$ cat config.mk
export PLATFORM = sky130hd
export DESIGN_NAME = oversampled_rx
export DESIGN_NICKNAME = d
export VERILOG_FILES = /design/src/rtl/nrx_pkg.sv /design/src/rtl/nrx_framer.sv /design/src/rtl/nrx_holding.sv /design/src/rtl/oversampled_rx.sv
export SDC_FILE = /design/constraint.sdc
export NUM_CORES = 1
export LEC_CHECK = 0
export CAP_MARGIN = 20
export CORE_MARGIN = 5
export CORE_UTILIZATION = 35
export CTS_CLUSTER_SIZE = 16
export DETAILED_ROUTE_END_ITERATION = 7
export MAX_ROUTING_LAYER = met4
export PLACE_DENSITY = 0.58
export REMOVE_ABC_BUFFERS = 1
export SYNTH_ARGS = -nofsm -noshare
export SYNTH_HDL_FRONTEND = slang
export SYNTH_SLANG_ARGS = --single-unit
$ cat constraint.sdc
create_clock -name clk -period 2 [get_ports clk]
set_input_delay 0.3 -clock clk [delete_from_list [all_inputs] [get_ports clk]]
set_output_delay 0.3 -clock clk [all_outputs]
set_load 0.05 [all_outputs]
$ cat src/rtl/nrx_pkg.sv
package nrx_pkg;

    localparam int DATA_W = 8;
    localparam int OSR    = 16;

    typedef enum logic [2:0] {
        ST_IDLE,
        ST_START,
        ST_DATA,
        ST_PAR,
        ST_STOP,
        ST_HALT
    } rx_state_e;

    typedef struct packed {
        logic [1:0] wlen;
        logic       stop2;
        logic       par_en;
        logic [1:0] par_mode;
    } rx_cfg_t;

    typedef struct packed {
        logic [DATA_W-1:0] data;
        logic              frame_err;
        logic              par_err;
    } rx_char_t;

    function automatic logic [3:0] word_bits(input logic [1:0] code);
        return 4'd5 + {2'b00, code};
    endfunction

    function automatic logic half_stop(input rx_cfg_t c);
        return c.stop2 && (c.wlen == 2'd0) && !c.par_en;
    endfunction

    function automatic logic parity_bad(input logic en, input logic [1:0] mode,
                                        input logic ones_odd);
        logic bad;
        bad = 1'b0;
        if (en) begin
            case (mode)
                2'b00:   bad = !ones_odd;
                2'b01:   bad = ones_odd;
                default: bad = 1'b0;
            endcase
        end
        return bad;
    endfunction

endpackage

$ cat src/rtl/nrx_framer.sv
module nrx_framer
    import nrx_pkg::*;
#(
    parameter int OVS = OSR,
    parameter int DW  = DATA_W
) (
    input  logic     clk,
    input  logic     rst,
    input  logic     tick,
    input  logic     rx,
    input  logic     en,
    input  rx_cfg_t  cfg,
    output logic     post,
    output rx_char_t post_char
);
    localparam int MID = OVS / 2;
    localparam int CW  = $clog2(OVS + OVS / 4 + 1);
    localparam int BW  = $clog2(DW);
    localparam logic [CW-1:0] C_MID  = CW'(MID);
    localparam logic [CW-1:0] C_LAST = CW'(OVS - 1);
    localparam logic [CW-1:0] C_PSTD = CW'(MID + 1);
    localparam logic [CW-1:0] C_PLNG = CW'(OVS + OVS / 4);

    rx_state_e      st;
    rx_cfg_t        cfg_q;
    logic [CW-1:0]  cnt;
    logic [BW-1:0]  bidx;
    logic [DW-1:0]  shreg;
    logic           ones_odd;
    logic           stop_ok;
    logic [CW-1:0]  post_at;
    logic           last_bit;

    always_comb begin
        post_at  = half_stop(cfg_q) ? C_PLNG : C_PSTD;
        last_bit = (4'(bidx) == (word_bits(cfg_q.wlen) - 4'd1));
        post     = tick && (st == ST_STOP) && (cnt == post_at);
        post_char.data      = shreg;
        post_char.frame_err = !stop_ok;
        post_char.par_err   = parity_bad(cfg_q.par_en, cfg_q.par_mode, ones_odd);
    end

    always_ff @(posedge clk) begin
        if (rst) begin
            st       <= ST_IDLE;
            cfg_q    <= '0;
            cnt      <= '0;
            bidx     <= '0;
            shreg    <= '0;
            ones_odd <= 1'b0;
            stop_ok  <= 1'b1;
        end else if (tick) begin
            case (st)
                ST_IDLE: begin
                    if (en && !rx) begin
                        st       <= ST_START;
                        cnt      <= CW'(1);
                        cfg_q    <= cfg;
                        shreg    <= '0;
                        bidx     <= '0;
                        ones_odd <= 1'b0;
                    end
                end
                ST_START: begin
                    cnt <= cnt + CW'(1);
                    if (cnt == C_MID && rx) begin
                        st <= ST_IDLE;
                    end else if (cnt == C_LAST) begin
                        st  <= ST_DATA;
                        cnt <= '0;
                    end
                end
                ST_DATA: begin
                    cnt <= cnt + CW'(1);
                    if (cnt == C_MID) begin
                        shreg[bidx] <= rx;
                        ones_odd    <= ones_odd ^ rx;
                    end
                    if (cnt == C_LAST) begin
                        cnt <= '0;
                        if (last_bit) begin
                            st <= cfg_q.par_en ? ST_PAR : ST_STOP;
                        end else begin
                            bidx <= bidx + BW'(1);
                        end
                    end
                end
                ST_PAR: begin
                    cnt <= cnt + CW'(1);
                    if (cnt == C_MID) begin
                        ones_odd <= ones_odd ^ rx;
                    end
                    if (cnt == C_LAST) begin
                        cnt <= '0;
                        st  <= ST_STOP;
                    end
                end
                ST_STOP: begin
                    cnt <= cnt + CW'(1);
                    if (cnt == C_MID) begin
                        stop_ok <= rx;
                    end
                    if (post) begin
                        cnt <= '0;
                        st  <= stop_ok ? ST_IDLE : ST_HALT;
                    end
                end
                ST_HALT: begin
                    if (rx) begin
                        st <= ST_IDLE;
                    end
                end
                default: st <= ST_IDLE;
            endcase
        end
    end

endmodule

$ cat src/rtl/nrx_holding.sv
module nrx_holding
    import nrx_pkg::*;
#(
    parameter int DW = DATA_W
) (
    input  logic          clk,
    input  logic          rst,
    input  logic          post,
    input  rx_char_t      post_char,
    input  logic          rd,
    input  logic          clr_ovr,
    output logic [DW-1:0] data,
    output logic          full,
    output logic          ovr,
    output logic          fe,
    output logic          pe
);
    always_ff @(posedge clk) begin
        if (rst) begin
            data <= '0;
            full <= 1'b0;
            ovr  <= 1'b0;
            fe   <= 1'b0;
            pe   <= 1'b0;
        end else if (post) begin
            if (full && !rd) begin
                ovr <= 1'b1;
            end else begin
                data <= post_char.data;
                fe   <= post_char.frame_err;
                pe   <= post_char.par_err;
                full <= 1'b1;
                ovr  <= 1'b0;
            end
        end else begin
            if (rd) begin
                full <= 1'b0;
                ovr  <= 1'b0;
                fe   <= 1'b0;
                pe   <= 1'b0;
            end
            if (clr_ovr) begin
                ovr <= 1'b0;
            end
        end
    end

endmodule

$ cat src/rtl/oversampled_rx.sv
module oversampled_rx
    import nrx_pkg::*;
(
    input  logic             clk,
    input  logic             rst,
    input  logic             tick16,
    input  logic             rx_line,
    input  logic             rx_enable,
    input  logic [1:0]       cfg_wlen,
    input  logic             cfg_stop2,
    input  logic             cfg_par_en,
    input  logic [1:0]       cfg_par_mode,
    input  logic             rd_data_strobe,
    input  logic             clr_overrun,
    output logic [DATA_W-1:0] rd_data,
    output logic             stat_full,
    output logic             stat_overrun,
    output logic             stat_framing,
    output logic             stat_parity
);
    rx_cfg_t  cfg_w;
    logic     post_w;
    rx_char_t char_w;

    assign cfg_w = '{wlen: cfg_wlen, stop2: cfg_stop2,
                     par_en: cfg_par_en, par_mode: cfg_par_mode};

    nrx_framer #(.OVS(OSR), .DW(DATA_W)) u_framer (
        .clk       (clk),
        .rst       (rst),
        .tick      (tick16),
        .rx        (rx_line),
        .en        (rx_enable),
        .cfg       (cfg_w),
        .post      (post_w),
        .post_char (char_w)
    );

    nrx_holding #(.DW(DATA_W)) u_holding (
        .clk       (clk),
        .rst       (rst),
        .post      (post_w),
        .post_char (char_w),
        .rd        (rd_data_strobe),
        .clr_ovr   (clr_overrun),
        .data      (rd_data),
        .full      (stat_full),
        .ovr       (stat_overrun),
        .fe        (stat_framing),
        .pe        (stat_parity)
    );

endmodule

==> impl_metrics.toml <==
[layout]
final_cell_mix = "43 x buf_4, 34 x dfxtp_1, 23 x nor2_1, 23 x clkdlybuf4s50_1, 20 x a21oi_1"
area_growth_pct = 39.0
mostFrequentLayoutCell = "buf_4"
layout-drive-gt1-share_pct = 28.1
final_nets = 321
n_antenna_cell = 0
fin_util_pct = 49.3
fin_area_mm2 = 0.00287

[clock_network]
cts_tree = "built"
ctsLongestPathBuffers = 2
postCtsHoldBufs = 0
post_cts_buffers = 0
clkLatencyLatePin_ps = 290
clock_sinks = 39
cts.root.buffer_cell = "clkbuf_8"
cts_buffers = 5
clk_pin_slew_ps = 70
htree_levels = 2

[critical_path]
cp-endpoint = "u_framer.st[2]"
r2r_cells = 8
crit_required_ps = 2220
criticalPathCategory = "reg -> reg"
worst_setup_path_start_kind = "flop"
setup.worst_path.start = "u_framer.cfg_q[2]"
r2r_start = "u_framer.cfg_q[2]"
cp_data_arrival_time_ps = 2150
crit_path_end_kind = "flop"
worst-path-max-fanout = 4
rrSetupSlack_ps = 70
r2r_end = "u_framer.st[2]"

[drt]
vias = 1932
vias_per_cell = 5.11
wl_per_cell_um = 13.4
first_pass_iters = 4
drcViolationCount = 0
ant_nets = 0
drtIter0Drc = 100
routed_wirelength_um = 5080

[synthesis]
yosysSeqAreaShare_pct = 37.8
synth.avg_cell_area_um2 = 8.57
yosysWarnings = 0
synth_edf_count = 0
synthFlopType = "dfxtp_1"
ys_types = 50
synth_area_mm2 = 0.00206
ys_ff_latch = 39
async_flop_share_pct = 0
syn-instance-count = 241

[floorplanning]
die_h_um = 86.8
core_area_mm2 = 0.00582
die_area_mm2 = 0.00753
initial_utilization_pct = 35.5
row_count = 28
num_io_pins = 25
die_x_um = 86.8

[placement]
dp_hpwl_um = 3800
gp_congestion = 0.877
numPortBuffers = 24
post_dp_cell_area_mm2 = 0.00269

[global_routing]
overflow = 0
grt_max_degree = 29
track_usage_pct = 14.7
first_global_vias = 1841
grt_pass1_wl_um = 8660
antenna_found_initial = 0

[min_path]
min_path_type = "reg -> reg"

[sta]
drv_slew = 0
report.final.setup_viol = 0
finalHoldViolCount = 0
slew_headroom_pct = 66.6
finalClockSkew_ps = 2.87
period_minus_slack_ps = 1930
rsz0062_at_grt = "true"
timing.fmax_ghz = 0.518
fin_crit_sh_pct = 96.6
tightest_slew_ps = 499

[flow_run]
maxCapViolCount = 0

[pwr]
vdd_ir_drop_max_mv = 0.303
p_leak_nw = 1.04
p_per_area_mw_per_mm2 = 557

[run_status]
run_status = "finished, final reports clean"
## critical path, stage by stage (launching register included)
cell and delay (ps):
dfxtp_1 330, nor4b_2 280, buf_4 170, mux2i_2 310, buf_4 180, nand2_1 120
buf_4 160, a211o_1 240, o21ai_0 70
## cells by family (layout without fill, tap and decap cells)
family	count (synthesis)	count (layout)	synth area share, %
AOI/OAI and AO/OA	65	65	19.3
muxes	20	20	9.82
xor gates and xnor gates	6	6	2.55
buffers and inverters	23	85	4.36
DFF	39	39	37.8
adders and majority gates	5	5	3.03
and+or+nand+nor	83	83	23.1
## worst min path at each step
| stage | start | slack, ps | cells past startpoint | to |
|---|---|---|---|---|
| floorplan | rst | 370 | 1 | u_framer.ones_odd |
| global placement | u_framer.shreg[5] | 460 | 2 | u_framer.shreg[5] |
| detailed placement | u_framer.shreg[4] | 470 | 2 | u_framer.shreg[4] |
| CTS | u_framer.shreg[4] | 480 | 2 | u_framer.shreg[4] |
| global route | u_framer.shreg[1] | 500 | 2 | u_framer.shreg[1] |
| finish | u_framer.shreg[4] | 470 | 2 | u_framer.shreg[4] |
## routing by layer
layer | track usage (%) | routed length [um] | up-vias
met5 | - | 0 | -
li1 | - | - | 991
met1 | 20.0 | 2530 | 899
met2 | 21.1 | 2240 | 35
met4 | 4.39 | 75 | 0
met3 | 4.09 | 231 | 7
## repair_timing
action	CTS	global route
setup endpoints to repair	2	24
gates resized for setup	2	24
pin swaps	0	4
## per-stage QoR
step	setup TNS [ps]	instances	worst slack (ps)	hold WS (ps)	total power [W]
5_1_grt	-102	378	-39.8	499	0.00167
4_1_cts	0	378	20.7	477	0.00161
3_3_place_gp	-3590	371	-285	464	0.00106
6_report	0	378	68.3	474	0.00160
3_5_place_dp	-3610	371	-288	466	0.00106
2_1_floorplan	-5320	228	-640	369	0.000928
## power breakdown
| part | switching [W] | leakage (nW) | total, W | internal (W) |
|---|---|---|---|---|
| sequential | 0.0000186 | 0.317 | 0.000808 | 0.000790 |
| combinational | 0.000112 | 0.674 | 0.000246 | 0.000133 |
| clock | 0.000275 | 0.0470 | 0.000545 | 0.000271 |
## flip-flops by register name, summed over array words and instances (netlist names)
name,flops
u_framer.shreg,8
u_holding.data,8
u_framer.cfg_q,6
u_framer.cnt,5
u_framer.bidx,3
u_framer.st,3
u_framer.ones_odd,1
u_framer.stop_ok,1
u_holding.fe,1
u_holding.full,1
u_holding.ovr,1
u_holding.pe,1
## cells in the mapped netlist (2+ instances only)
library cell	instances	area share [%]
a211o_1	2	0.85
a211oi_1	2	0.73
a21oi_1	22	5.3
a22o_1	2	0.85
a31o_2	2	0.85
a31oi_1	6	1.8
a32oi_1	2	0.85
buf_2	2	0.48
clkbuf_1	10	1.8
dfxtp_1	39	38
ha_1	5	3.0
inv_1	10	1.8
mux2_2	2	1.1
mux2i_1	18	8.7
nand2_1	9	1.6
nand2b_1	8	2.4
nand3_1	7	1.7
nor2_1	23	4.2
nor2b_1	6	1.8
nor3_1	5	1.2
nor3b_1	5	1.8
nor4_1	2	0.61
nor4bb_1	2	0.97
o21ai_0	16	3.9
or2_2	2	0.61
or3b_1	2	0.85
or3b_2	3	1.3
xnor2_1	5	2.1
## area by class of cell
type                       instances  area [um2]
sequential                        39         787
clock inverter                     1        5.00
timing repair buffer              68         586
multi-input combinational        179        1280
fill                             577        2950
tap                               75        93.8
inverter                          10        37.5
clock buffer                       6        82.6
(Power assumes the default switching activity.)
